$ cat src/rtl/acc4_pkg.sv
package acc4_pkg;

    localparam int OPW = 4;

    typedef enum logic [OPW-1:0] {
        OP_NOP  = 4'd0,
        OP_ADDI = 4'd1,
        OP_ADDM = 4'd2,
        OP_SUBI = 4'd3,
        OP_SUBM = 4'd4,
        OP_STA  = 4'd5,
        OP_JMP  = 4'd6,
        OP_JZ   = 4'd7,
        OP_JC   = 4'd8,
        OP_JN   = 4'd9
    } opcode_e;

endpackage

$ cat src/rtl/acc4_ram.sv
module acc4_ram #(
    parameter int WIDTH = 8,
    parameter int AW    = 4
) (
    input  logic             clk,
    input  logic             we,
    input  logic [AW-1:0]    waddr,
    input  logic [WIDTH-1:0] wdata,
    input  logic [AW-1:0]    raddr,
    output logic [WIDTH-1:0] rdata
);
    localparam int DEPTH = 1 << AW;

    logic [WIDTH-1:0] cells [DEPTH];

    always_ff @(posedge clk) begin
        if (we) begin
            cells[waddr] <= wdata;
        end
    end

    assign rdata = cells[raddr];

endmodule

$ cat src/rtl/acc4_addsub.sv
module acc4_addsub #(
    parameter int W = 4
) (
    input  logic         sub,
    input  logic [W-1:0] a,
    input  logic [W-1:0] b,
    output logic [W:0]   sum
);
    logic [W-1:0] b_eff;

    // subtraction reuses the adder: invert operand, inject carry-in
    assign b_eff = sub ? ~b : b;
    assign sum   = {1'b0, a} + {1'b0, b_eff} + {{W{1'b0}}, sub};

endmodule

$ cat src/rtl/acc4_core.sv
module acc4_core #(
    parameter int W  = 4,
    parameter int SW = 16
) (
    input  logic                         clk,
    input  logic                         rst,
    input  logic                         ld_prog_en,
    input  logic                         ld_data_en,
    input  logic [W-1:0]                 ld_addr,
    input  logic [acc4_pkg::OPW+W-1:0]   ld_word,
    output logic                         exec_phase,
    output logic [W-1:0]                 addr_bus,
    output logic [W-1:0]                 data_bus,
    output logic [W-1:0]                 pc,
    output logic [W-1:0]                 acc,
    output logic                         flag_c,
    output logic                         flag_z,
    output logic                         flag_n,
    output logic [SW-1:0]                step_cnt
);
    import acc4_pkg::*;

    localparam int IW = OPW + W;

    typedef struct packed {
        logic [W-1:0]   pc;
        logic [W-1:0]   acc;
        logic [OPW-1:0] ir;
        logic [W-1:0]   dr;
        logic           c;
        logic           z;
        logic           n;
        logic           cnx;
        logic           exec;
        logic           pend_v;
        logic [W-1:0]   pend_a;
        logic [W-1:0]   pend_d;
        logic [W:0]     plen;
        logic [SW-1:0]  step;
    } core_s;

    core_s q, d;

    logic          im_we;
    logic [IW-1:0] im_rdata;
    logic          dm_we;
    logic [W-1:0]  dm_waddr;
    logic [W-1:0]  dm_wdata;
    logic [W-1:0]  dm_rdata;
    logic          is_sub;
    logic          is_mem;
    logic [W-1:0]  alu_b;
    logic [W:0]    alu_sum;
    logic          take;
    logic [W:0]    ld_end;

    assign addr_bus = q.exec ? q.dr : q.pc;

    acc4_ram #(.WIDTH(IW), .AW(W)) u_prog (
        .clk   (clk),
        .we    (im_we),
        .waddr (ld_addr),
        .wdata (ld_word),
        .raddr (q.pc),
        .rdata (im_rdata)
    );

    acc4_ram #(.WIDTH(W), .AW(W)) u_data (
        .clk   (clk),
        .we    (dm_we),
        .waddr (dm_waddr),
        .wdata (dm_wdata),
        .raddr (addr_bus),
        .rdata (dm_rdata)
    );

    assign is_sub = (q.ir == OP_SUBI) || (q.ir == OP_SUBM);
    assign is_mem = (q.ir == OP_ADDM) || (q.ir == OP_SUBM);
    assign alu_b  = is_mem ? dm_rdata : q.dr;
    assign ld_end = {1'b0, ld_addr} + (W+1)'(1);

    acc4_addsub #(.W(W)) u_alu (
        .sub (is_sub),
        .a   (q.acc),
        .b   (alu_b),
        .sum (alu_sum)
    );

    always_comb begin
        case (q.ir)
            OP_JMP:  take = 1'b1;
            OP_JZ:   take = q.z;
            OP_JC:   take = q.c;
            OP_JN:   take = q.n;
            default: take = 1'b0;
        endcase
    end

    always_comb begin
        d        = q;
        im_we    = ld_prog_en;
        dm_we    = 1'b0;
        dm_waddr = ld_addr;
        dm_wdata = ld_word[W-1:0];

        // loader has priority over the deferred store
        if (ld_data_en) begin
            dm_we = 1'b1;
        end else if (!rst && !q.exec && q.pend_v) begin
            dm_we    = 1'b1;
            dm_waddr = q.pend_a;
            dm_wdata = q.pend_d;
        end

        if (rst) begin
            d      = '0;
            d.plen = ld_prog_en ? ld_end : '0;
        end else begin
            if (ld_prog_en) begin
                d.plen = ld_end;
            end
            if (!q.exec) begin
                // fetch edge: commit store, refresh flags, latch instruction
                d.pend_v = 1'b0;
                d.z      = (q.acc == '0);
                d.n      = q.acc[W-1];
                d.c      = q.cnx;
                if ({1'b0, q.pc} < q.plen) begin
                    d.ir = im_rdata[IW-1:W];
                    d.dr = im_rdata[W-1:0];
                end else begin
                    d.ir = OP_NOP;
                    d.dr = '0;
                end
                d.exec = 1'b1;
            end else begin
                // execute edge
                case (q.ir)
                    OP_ADDI, OP_ADDM, OP_SUBI, OP_SUBM: begin
                        d.acc = alu_sum[W-1:0];
                        if (alu_sum != {1'b0, q.acc}) begin
                            d.cnx = alu_sum[W];
                        end
                    end
                    OP_STA: begin
                        d.pend_v = 1'b1;
                        d.pend_a = q.dr;
                        d.pend_d = q.acc;
                    end
                    default: ;
                endcase
                if (take && (q.dr != q.pc)) begin
                    d.pc = q.dr;
                end else begin
                    d.pc = q.pc + W'(1);
                end
                d.step = q.step + SW'(1);
                d.exec = 1'b0;
            end
        end
    end

    always_ff @(posedge clk) begin
        q <= d;
    end

    assign exec_phase = q.exec;
    assign data_bus   = dm_rdata;
    assign pc         = q.pc;
    assign acc        = q.acc;
    assign flag_c     = q.c;
    assign flag_z     = q.z;
    assign flag_n     = q.n;
    assign step_cnt   = q.step;


    reset_clear_chk: assert property (@(posedge clk)
        rst |=> (q.pc == '0 && q.acc == '0 && !q.c && !q.z && !q.n &&
                 !q.pend_v && q.step == '0 && !q.exec));


    exec_follows_fetch_chk: assert property (@(posedge clk) disable iff (rst)
        !q.exec |=> q.exec);


    fetch_follows_exec_chk: assert property (@(posedge clk) disable iff (rst)
        q.exec |=> !q.exec);


    store_drain_chk: assert property (@(posedge clk) disable iff (rst)
        (!q.exec && q.pend_v) |=> !q.pend_v);


    pc_hold_chk: assert property (@(posedge clk) disable iff (rst)
        !q.exec |=> $stable(q.pc));


    step_inc_chk: assert property (@(posedge clk) disable iff (rst)
        q.exec |=> q.step == $past(q.step) + SW'(1));


    nop_acc_chk: assert property (@(posedge clk) disable iff (rst)
        (q.exec && q.ir == OP_NOP) |=> $stable(q.acc));

endmodule

$ cat config.mk
export PLATFORM = sky130hd
export DESIGN_NAME = acc4_core
export DESIGN_NICKNAME = d
export VERILOG_FILES = /design/src/rtl/acc4_pkg.sv /design/src/rtl/acc4_ram.sv /design/src/rtl/acc4_addsub.sv /design/src/rtl/acc4_core.sv
export SDC_FILE = /design/constraint.sdc
export NUM_CORES = 1
export LEC_CHECK = 0
export BUFFER_PORTS_ARGS = -buffer_cell sky130_fd_sc_hd__buf_2
export CORE_UTILIZATION = 55
export CTS_CLUSTER_DIAMETER = 30
export DETAILED_ROUTE_END_ITERATION = 8
export PLACE_DENSITY = 0.84
export SLEW_MARGIN = 20
export SYNTH_ARGS = -nofsm -noshare
export SYNTH_HDL_FRONTEND = slang
export SYNTH_SLANG_ARGS = --single-unit
$ cat constraint.sdc
create_clock -name clk -period 4.3 [get_ports clk]
set_clock_uncertainty 0.1 [all_clocks]
set_input_delay 0.86 -clock clk [delete_from_list [all_inputs] [get_ports clk]]
set_output_delay 0.86 -clock clk [all_outputs]
set_load 0.01 [all_outputs]
Yosys cells after proc, flatten, opt, wreduce, memory -nomap -nowiden
Memory sizes are Yosys's and may differ from the RTL's. A register that Yosys moved wholly into a read port is not among the register bits.
Index checks and enable logic that the tools add are counted.
{"block": "totals", "ff_bits": 51, "ram_bits": 192, "output_inout_bits": 36, "wordCells": 73, "n_memories": 2}
{"block": "op_classes", "addsub": 5, "order_cmp": 1, "n_eq_ne": 11, "mux": 24, "bitwise_logic": 2, "reduce_logical": 14}
{"memory": "u_prog.cells", "words": 16, "word_bits": 8, "read_ports": 1, "rd_clocked_by_memory_dff": 1, "write_ports": 1, "line_no": "acc4_ram.sv:14", "rtl": "logic [WIDTH-1:0] cells [DEPTH];"}
{"memory": "u_data.cells", "words": 16, "word_bits": 4, "read_ports": 1, "rd_clocked_by_memory_dff": 0, "write_ports": 1, "line_no": "acc4_ram.sv:14"}
{"cell": "4-bit two-way mux", "count": 10}
{"cell": "21-bit two-way mux", "count": 1}
{"cell": "16-bit by 1-bit adder with 16-bit output (second input constant)", "count": 1}
{"cell": "4-bit by 3-bit equality test with 1-bit output (second input constant)", "count": 4}
{"cell": "16-bit two-way mux", "count": 1}
{"cell": "5-bit two-way mux", "count": 2}
{"cell": "9-bit two-way mux", "count": 1}
{"cell": "4-bit by 2-bit equality test with 1-bit output (second input constant)", "count": 2}
{"cell": "4-bit equality test (second input constant)", "count": 2}
{"cell": "8-bit two-way mux", "count": 1}
{"cell": "1-bit two-way mux", "count": 6}
{"cell": "4-bit by 1-bit adder with 5-bit output (second input constant)", "count": 1}
{"cell": "4-bit by 4-bit adder with 5-bit output", "count": 1}
{"cell": "5-bit by 1-bit adder with 5-bit output", "count": 1}
{"cell": "4-bit by 5-bit < comparator with 1-bit output", "count": 1}
{"cell": "5-bit by 4-bit inequality test with 1-bit output", "count": 1}
{"cell": "4-bit by 1-bit adder with 4-bit output (second input constant)", "count": 1}
{"cell": "4-bit by 1-bit equality test with 1-bit output (second input constant)", "count": 1}
{"cell": "4-bit zero test", "count": 1}
{"cell": "4-bit inequality test", "count": 1}
{"cell": "4-bit inverter", "count": 1}
{"cell": "1-bit case mux with 4 select lines", "count": 1}
{"cell": "2-bit AND reduction", "count": 2}
{"cell": "4-bit OR reduction", "count": 1}
{"cell": "8 further kinds", "count": 12}

Depth between registers and ports, before layout
Gate-level depths: netlist (run 1).
{"block": "depth", "word_depth": 9, "mapped_depth": 16, "mapped_depth_nobuf": 14}

Hierarchy
A second synthesis (run 1) with hierarchy kept.
{"block": "unflattened", "hier_cells": 665, "area_unflattened_um2": 10462.5}
{"mod": "acc4_ram (u_prog)", "n_inst": 1, "cells_each": 221, "area_each_um2": 4987.3}
{"mod": "acc4_core", "n_inst": 1, "cells_each": 298, "area_each_um2": 2708.8}
{"mod": "acc4_ram (u_data)", "n_inst": 1, "cells_each": 126, "area_each_um2": 2586.2}
{"mod": "acc4_addsub", "n_inst": 1, "cells_each": 20, "area_each_um2": 180.2}

Worst setup path before layout (run 1)
No wires, ideal clock.
{"block": "synth_path", "path_type": "reg2reg", "from": "register q, in the netlist exec_phase", "to": "register q[31] (netlist bit)", "t_arrival_ns": 4.282, "t_required_ns": 4.119, "path_slack_ns": -0.163, "path_stages_with_launch": 17, "path_buffers": 2, "synth_period_minus_slack_ns": 4.463, "cell_sequence": "dfxtp_1 > buf_4 > mux2i_2 > buf_2 > mux4_2 > mux2i_1 > mux2i_1 > nor2b_1 > o21ai_1 > o41ai_1 > a21o_1 > fa_1 > xnor2_1 > xnor2_1 > nor3_1 > or4b_1 > a41oi_1"}
{"block": "synth_via", "elab_chain_len": 9}
{"element": "from (decl)", "line_no": "acc4_core.sv:42", "rtl": "core_s q, d;"}
{"element": "from (signal assigned)", "line_no": "acc4_core.sv:164", "rtl": "q <= d;"}
{"element": "4-bit two-way mux *", "line_no": "acc4_core.sv:57", "rtl": "assign addr_bus = q.exec ? q.dr : q.pc;"}
{"element": "memory read 16 x 4 bit *"}
{"element": "named net data_bus[1]", "line_no": "acc4_core.sv:13", "rtl": "output logic [W-1:0] data_bus,"}
{"element": "4-bit two-way mux *", "line_no": "acc4_core.sv:79", "rtl": "assign alu_b = is_mem ? dm_rdata : q.dr;"}
{"element": "4-bit inverter", "line_no": "acc4_addsub.sv:12", "rtl": "assign b_eff = sub ? ~b : b;"}
{"element": "4-bit two-way mux *", "line_no": "acc4_addsub.sv:12"}
{"element": "4-bit by 4-bit adder with 5-bit output *", "line_no": "acc4_addsub.sv:13", "rtl": "assign sum = {1'b0, a} + {1'b0, b_eff} + {{W{1'b0}}, sub};"}
{"element": "5-bit by 1-bit adder with 5-bit output *", "line_no": "acc4_addsub.sv:13"}
{"element": "5-bit by 4-bit inequality test with 1-bit output", "line_no": "acc4_core.sv:141", "rtl": "if (alu_sum != {1'b0, q.acc}) begin"}
{"element": "3-bit AND reduction (no line)"}
The timed path passes the listed nets; every way through them passes the cells marked *.
A chain may end at the register's enable or synchronous reset.

Worst setup path after layout (run 1)
{"block": "layout_path", "from": "register q, in the netlist exec_phase", "to": "register q[31] (netlist bit)"}
{"block": "layout_via", "elab_chain_len": 9}
{"element": "4-bit two-way mux", "line_no": "acc4_core.sv:57"}
{"element": "memory read 16 x 4 bit"}
{"element": "4-bit two-way mux", "line_no": "acc4_core.sv:79"}
{"element": "4-bit inverter", "line_no": "acc4_addsub.sv:12"}
{"element": "4-bit two-way mux", "line_no": "acc4_addsub.sv:12"}
{"element": "4-bit by 4-bit adder with 5-bit output", "line_no": "acc4_addsub.sv:13"}
{"element": "5-bit by 1-bit adder with 5-bit output", "line_no": "acc4_addsub.sv:13"}
{"element": "5-bit by 4-bit inequality test with 1-bit output", "line_no": "acc4_core.sv:141"}
{"element": "3-bit AND reduction (no line)"}
Several ways; a longest one is shown, not always the timed one.

==> flow_summary.ini, run 1 <==
[synth]
synthXorXnorAreaFrac = 0.02175
synth_compound_area_frac = 0.03860
syn_inst = 686
synthFlopType = edfxtp_1
synth-edff-count = 197
synth_fp_nets = 715
ys_warn_count = 0
synth_top_family_by_area = multiplexers
synth_fa_ha_area_frac = 0.01625
synth.ff_latch_count = 247
yosysSeqAreaShare = 0.6607
synthSimpleGateAreaFrac = 0.07374
syn_avg_cell_area_um2 = 15.26
yosysUniqueCellTypes = 47
synth_area_mm2 = 0.01047
synth.area.mux_share = 0.1504
async_reset_ff_frac = 0

[floorplan]
core_area_mm2 = 0.01871
die_area_mm2 = 0.01959
die_h_um = 140.0
row_count = 50
start_util = 0.5597
io-pin-count = 52
die_w_um = 140.0

[timing]
clock.fmax_mhz = 241.5
relSlewSlack = 0.3176
setup_viol = 0
worstMarginPinSlew_ns = 1.020
setup-tns-final_ns = 0
final-hold-violation-count = 0
grt_setup_unrepaired = false
worst_hold_slack_ns = 0.4011
min_period_over_period = 0.9630
finalCriticalPeriod_ns = 4.141
slew_violations = 0

[grt]
antenna_found_initial = 0
grt_pass1_wl_um = 35990
grt_pass1_vias = 6332
grt_max_degree = 42
track_usage = 0.2469
overflow = 0

[setup_path]
setup.worst_path.end_class = flip-flop
r2r_slack_ns = 0.16
path_class = flip-flop to flip-flop
timing.rr.start = exec_phase$_SDFF_PP0_
crit_fanout = 10
cp.arrival_ns = 4.47
cp.required_ns = 4.62
setup.worst_path.start_class = flip-flop
crit_path_start = exec_phase$_SDFF_PP0_

[clock_network]
cts_num_sinks = 247
numCtsBuffers = 37
root_buffer = clkbuf_16
clkTransAtPathRegs_ns = 0.06
htreeDepth = 2
cts_tree = built
clk_latency_ns = 0.51
clk_path_buf_depth = 3

[final_layout]
area_growth_pct = 16.13
mostFrequentLayoutCells = edfxtp_1, nor2_1, mux4_2
final_layout_size_suffix_gt1_frac = 0.2653
final_common_cell = edfxtp_1
n_antenna_cell = 0
nets = 770
postLayoutCellArea_mm2 = 0.01216
fin_cells = 1003

[routing]
drc = 0
route.vias.total = 6227
drt-pass1-iter-count = 6
wire_per_inst_um = 23.41
drtIter0Drc = 589
drtAntennaViolNets = 0
via_per_inst = 6.208
drt_wl_total_um = 23480

[flow_run]
max_cap_violations = 0

[placed_design]
place_inst = 934
gp_congestion = 0.8570
port_buffers = 51
place_area_mm2 = 0.01088
post-dp-hpwl_um = 14710

[worst_hold_path]
hold_class = flip-flop to flip-flop
min_from = q[29]$_SDFFE_PP0N_

[outcome]
status = completed

[power]
peakVddDrop_v = 0.0003843
leakagePower_uw = 0.004395
power.density_mw_per_mm2 = 508.8
path summary, 6_finish.rpt:
path | endpoint | depth (start not counted)
setup / recovery | q[31]$_SDFFE_PP0P_ | 15
hold / removal | q[29]$_SDFFE_PP0N_ | 1
setup reg to reg | q[31]$_SDFFE_PP0P_ | 15
hold reg to reg | q[29]$_SDFFE_PP0N_ | 1
report_power, final:
part | internal, µW | switching [µW]
Clock | 1840 | 1120
Combinational | 237 | 276
Sequential | 2640 | 74.5
Total | 4720 | 1470
synthesized netlist by cell type, types with 12 or more instances:
cell,number,area (µm²)
inv_1,26,97.59
nand2_1,34,127.6
clkbuf_1,23,86.33
o21ai_0,18,90.09
ha_1,12,150.1
mux4_2,56,1261
xor2_1,16,140.1
nor2_1,79,296.5
buf_4,25,187.7
dfxtp_1,50,1001
mux2i_1,24,240.2
edfxtp_1,197,5916
per-stage QoR:
stage / power (µW) / utilization / setup slack (ns)
6_report: 6186 / 0.6500 / 0.1592
5_1_grt: 6356 / 0.6500 / 0.005610
4_1_cts: 6196 / 0.6490 / 0.003623
3_5_place_dp: 3247 / 0.5816 / -0.1119
3_3_place_gp: 3217 / 0.5815 / 0.09716
2_1_floorplan: 3090 / - / 0.01448
area by class of cell:
cell class                      count  area [µm²]
Sequential cell                   247        6920
Fill cell                        1214        6548
Multi-Input combinational cell    357        3176
Clock buffer                       42       964.7
Timing Repair Buffer               71       434.2
Tap cell                          234       292.8
Clock inverter                     25       269.0
Inverter                           27       101.3
state kept, by name (all words and copies together) (netlist names), named ones only:
| name | cells |
|---|---|
| pc | 4 |
| flag_z | 1 |
| flag_c | 1 |
| u_prog.cells | 128 |
| u_data.cells | 64 |
| exec_phase | 1 |
| flag_n | 1 |
| acc | 4 |
| q | 23 |
| step_cnt | 16 |
per-layer routing:
layer	GRT usage	vias to the layer above	part of all wire
met4	0.09196	0	0.027
met3	0.04581	57	0.069
met1	0.3118	3162	0.39
li1	-	2697	-
met5	0	-	0
met2	0.4268	311	0.52
repair_timing:
action,CTS,global route
gates resized for setup,0,4
hold buffers,0,0
endpoints found under the hold margin,0,0
setup buffers,2,0
setup endpoints to repair,1,1
pin swaps,0,1
critical path: stages, from the launching register on:
cell and delay, ns:
dfxtp_2 0.41, mux2i_4 0.29, buf_12 0.17, mux4_2 0.49
mux2i_1 0.18, mux2i_1 0.14, nor2b_1 0.16, o21ai_1 0.14
o41ai_1 0.08, a21o_1 0.23, fa_1 0.47, xnor2_2 0.17
xnor2_1 0.14, nor3_2 0.22, or4b_1 0.46, a41oi_1 0.18
cells by family after synthesis:
kind of cell / after synthesis
flops: 247
simple gates: 167
mux: 86
buf+inv: 82
compound gates: 65
xor+xnor: 26
fa+ha+maj: 13
(Power assumes the default switching activity.)
==> inputs of run 2 (changes only) <==
Settings changed: REMOVE_ABC_BUFFERS set to 1.
==> run 2 against run 1 <==
  * Non-clock buffer count increased by 2
  * Utilization up 0.45 points
  * Worst setup slack worse by 0.054 ns
  * Via count grew 4.7%
  * Power is 2.8% higher
  * Critical endpoint unchanged
  * Largest power group unchanged
==> flow_summary.ini, run 2 (same netlist as run 1, synthesis figures left out) <==
[outcome]
status = completed

[final_layout]
n_antenna_cell = 0
top_regs = u_prog.cells: 128 flops, u_data.cells: 64 flops, q: 23 flops
mostFrequentLayoutCells = edfxtp_1, nor2_1, mux4_2
regMostFlops = u_prog.cells
fin_util = 0.6545
area_growth_pct = 16.95
postLayoutCellArea_mm2 = 0.01224
nets = 777
final_common_cell = edfxtp_1
final_layout_size_suffix_gt1_frac = 0.2740
largest_register_ffs = 128

[grt]
overflow = 0
antenna_found_initial = 0
grt_pass1_wl_um = 37360
grt_max_degree = 42
grt_pass1_vias = 6333
track_usage = 0.2551

[floorplan]
core_area_mm2 = 0.01871
io-pin-count = 52
die_w_um = 140.0
die_h_um = 140.0
start_util = 0.5597
die_area_mm2 = 0.01959
row_count = 50

[timing]
min_period_over_period = 0.9756
worstMarginPinSlew_ns = 1.044
slew_violations = 0
worst_hold_slack_ns = 0.3995
setup_slack_ns = 0.1050
clock.fmax_mhz = 238.4
setup_viol = 0
relSlewSlack = 0.3031
finalCriticalPeriod_ns = 4.195
final-hold-violation-count = 0

[clock_network]
root_buffer = clkbuf_16
htreeDepth = 2
clk_latency_ns = 0.53
clkTransAtPathRegs_ns = 0.05
clk_path_buf_depth = 3
cts_num_sinks = 247
numCtsBuffers = 42
cts_tree = built

[routing]
drtIter0Drc = 1119
drtAntennaViolNets = 0
drt_wl_total_um = 24860
route.vias.total = 6521
drc = 0
via_per_inst = 6.425
wire_per_inst_um = 24.49
drt-pass1-iter-count = 7

[power]
peakVddDrop_v = 0.0004011
leakagePower_uw = 0.004446
p_total_uw = 6360
power.density_mw_per_mm2 = 519.5

[setup_path]
crit_fanout = 9
setup.worst_path.start_class = flip-flop
setup.worst_path.end_class = flip-flop
cp.required_ns = 4.64
cp.arrival_ns = 4.53
path_class = flip-flop to flip-flop

[worst_hold_path]
hold_class = flip-flop to flip-flop

[placed_design]
post-place-ws_ns = 0.09214
gp_congestion = 0.9282
port_buffers = 51
place_area_mm2 = 0.01086
post-dp-hpwl_um = 14810

[flow_run]
max_cap_violations = 0
-- run 2: changes by cell type in the layout (fill, tap and decap cells not counted), moves of 2 or more --
cell,previous run,this run
inv_6,5,11
buf_4,17,21
clkinv_2,3,5
bufinv_16,3,0
clkinv_1,2,5
buf_12,2,0
clkbuf_1,3,1
clkbuf_8,2,0
clkbuf_16,37,43
inv_8,5,7
clkinv_4,4,2
-- run 2: final cells by class --
class,instances,area [µm²]
tap,234,292.8
multi-input combinational,357,3167
sequential,247,6919
fill,1143,6462
timing repair buffer,73,424.2
clock inverter,33,259.0
clock buffer,44,1080
inverter,27,101.3
-- run 2: metal layers --
layer | vias to the layer above | GRT usage | wire, µm
li1 | 2711 | - | -
met1 | 3203 | 0.3505 | 9352
met2 | 525 | 0.4087 | 12210
met3 | 82 | 0.05094 | 2556
met4 | 0 | 0.09312 | 739
met5 | - | 0 | 0
-- run 2: worst paths after layout --
path	startpoint	endpoint	slack, ns	cells after the start
worst min-delay path	flag_z$_SDFFE_PP0N_	flag_z$_SDFFE_PP0N_	0.40	2
worst max-delay path	exec_phase$_SDFF_PP0_	q[31]$_SDFFE_PP0P_	0.11	15
worst max register to register	exec_phase$_SDFF_PP0_	q[31]$_SDFFE_PP0P_	0.11	15
worst min register to register	flag_z$_SDFFE_PP0N_	flag_z$_SDFFE_PP0N_	0.40	2
-- run 2: metrics by stage --
| stage | std cells | TNS (ns) |
|---|---|---|
| detailed placement | 935 | 0 |
| floorplan | 631 | -1.097 |
| global placement | 935 | 0 |
| finish | 1015 | 0 |
| global route | 1015 | -0.07620 |
| CTS | 1012 | 0 |
-- run 2: critical path, stage by stage (launching register included) --
cell	delay, ns
dfxtp_2	0.38
mux2i_2	0.23
buf_6	0.20
mux4_2	0.57
mux2i_1	0.16
mux2i_1	0.18
nor2b_1	0.18
o21ai_1	0.15
o41ai_1	0.11
a21o_1	0.24
fa_1	0.47
xnor2_2	0.18
xnor2_1	0.15
nor3_2	0.19
or4b_1	0.44
a41oi_1	0.17
-- run 2: repair_timing --
item	CTS	global route
endpoints found under the setup margin	0	1
gates resized for setup	0	4
hold buffers	0	0
buffers inserted	0	3
-- run 2: power by group --
part           internal [µW]  switching, µW  total [µW]  leakage (µW)
clock network           1890           1240        3120      0.000659
logic                    233            292         525       0.00159
registers               2650           67.4        2710       0.00219
==> inputs of run 3 (changes only) <==
Settings changed: CORE_ASPECT_RATIO set to 1.5, GPL_TIMING_DRIVEN set to 0, SLEW_MARGIN 20 to 30.
==> run 3 against run 2 <==
  * Utilization shrank 1.4 points
  * Sequential share of layout area up 1.6 points
  * First-iteration DRC count down 45%
  * Flip-flop and latch count unchanged
  * Clock power shrank 29%
  * Critical path depth increased by 2
  * Wire length fell by 7.5%
  * Worst setup slack better by 0.038 ns
  * Cell count shrank 0.79%
  * Count of clock-buffer cells in the layout is 12 lower
==> flow_summary.ini, run 3 (same netlist as run 1, synthesis figures left out) <==
[outcome]
status = completed

[clock_network]
numCtsBuffers = 29
cts_num_sinks = 247
clk_path_buf_depth = 3
clk_latency_ns = 0.54
htreeDepth = 1
clkTransAtPathRegs_ns = 0.06
root_buffer = clkbuf_16
cts_tree = built

[setup_path]
crit_fanout = 10
setup.worst_path.end_class = flip-flop
setup.worst_path.start_class = flip-flop
cp.arrival_ns = 4.53
timing.rr.start = exec_phase$_SDFF_PP0_
cp.required_ns = 4.67
path_class = flip-flop to flip-flop
crit_path_start = exec_phase$_SDFF_PP0_

[final_layout]
fin_cells = 1007
area_growth_pct = 13.98
final_layout_size_suffix_gt1_frac = 0.2692
postLayoutCellArea_mm2 = 0.01193
final_common_cell = edfxtp_1
regMostFlops = u_prog.cells
mostFrequentLayoutCells = edfxtp_1, nor2_1, mux4_2
fillers = 1284
multi_input_area_mm2 = 0.003263
largest_register_ffs = 128
regArea_mm2 = 0.006929
top_regs = u_prog.cells: 128 flops, u_data.cells: 64 flops, q: 23 flops
fin_util = 0.6408
nets = 762

[power]
power.density_mw_per_mm2 = 459.8
leakagePower_uw = 0.004208
p_total_uw = 5487
peakVddDrop_v = 0.0002687

[routing]
route.layer.met1.wl_um = 8276
drtAntennaViolNets = 0
met3_length_um = 1091
route.vias.total = 6095
drt-pass1-iter-count = 5
routed.top_layer = met5
via_per_inst = 6.053
drc = 0
drtIter0Drc = 613
drt_wl_total_um = 22980
wire_per_inst_um = 22.82
met2WireLength_um = 12770

[timing]
min_period_over_period = 0.9667
worstMarginPinSlew_ns = 0.9938
slew_violations = 0
setup_viol = 0
worst_hold_slack_ns = 0.3939
finalCriticalPeriod_ns = 4.157
clock.fmax_mhz = 240.6
final-hold-violation-count = 0
relSlewSlack = 0.3360

[floorplan]
io-pin-count = 52
die_h_um = 171.0
start_util = 0.5621
die_area_mm2 = 0.01960
core_area_mm2 = 0.01862
die_w_um = 114.6
row_count = 61

[placed_design]
post-dp-hpwl_um = 14960
port_buffers = 51
place_area_mm2 = 0.01081
gp_congestion = 0.8686
place_inst = 936

[grt]
overflow = 0
grt_pass1_vias = 6372
antenna_found_initial = 3
grt_max_degree = 42
grt_pass1_wl_um = 34890
track_usage = 0.2395

[flow_run]
max_cap_violations = 0

[worst_hold_path]
hold_class = flip-flop to flip-flop
min_from = flag_z$_SDFFE_PP0N_
## run 3: routing by layer
| layer | up-vias | GRT usage |
|---|---|---|
| met5 | - | 0 |
| met4 | 4 | 0.1028 |
| met3 | 79 | 0.03224 |
| met2 | 259 | 0.4503 |
| met1 | 3080 | 0.2684 |
| li1 | 2673 | - |
## run 3: stage by stage
stage	TNS, ns	worst slack [ns]
floorplan	-1.097	-0.8136
global placement	-5.330	-1.645
detailed placement	-0.8570	-0.7520
CTS	0	0.03399
global route	-0.001418	-0.001418
finish	0	0.1431
## run 3: repair_timing
action                                 4_1_cts  5_1_grt
setup buffers                                9        9
hold buffers                                 0        0
gates resized for setup                      8        8
gates cloned                                 0        0
pin swaps                                    0        2
setup endpoints to repair                    2        1
endpoints found under the hold margin        0        0
## run 3: area by class of cell
| cell class | instances | share of cell area |
|---|---|---|
| Sequential cell | 247 | 0.5807 |
| Multi-Input combinational cell | 357 | 0.2735 |
| Clock buffer | 32 | 0.06176 |
| Timing Repair Buffer | 71 | 0.03617 |
| Tap cell | 252 | 0.02642 |
| Clock inverter | 20 | 0.01279 |
| Inverter | 27 | 0.008493 |
| Antenna cell | 1 | 0.0002097 |
## run 3: final timing paths
check	slack, ns	to	cells past startpoint
worst max register to register	0.14	q[31]$_SDFFE_PP0P_	17
worst min register to register	0.39	flag_z$_SDFFE_PP0N_	2
worst min-delay path	0.39	flag_z$_SDFFE_PP0N_	2
worst max-delay path	0.14	q[31]$_SDFFE_PP0P_	17
## run 3: worst max-delay path, cell delays in order, from the launching register on
cell     delay, ns
dfxtp_4       0.39
buf_4         0.16
mux2i_4       0.24
buf_12        0.16
buf_4         0.14
mux4_2        0.32
mux2i_2       0.23
mux2i_4       0.13
nor2b_1       0.17
o21ai_1       0.18
o41ai_1       0.10
a21o_1        0.21
fa_2          0.40
xnor2_2       0.16
xnor2_1       0.15
nor3_2        0.19
or4b_1        0.47
a41oi_2       0.16
## run 3: power by group
part	switching [µW]	total [µW]	internal, µW
combinational	273	525	252
clock	975	2230	1260
sequential	87.0	2730	2640
total	1340	5490	4150
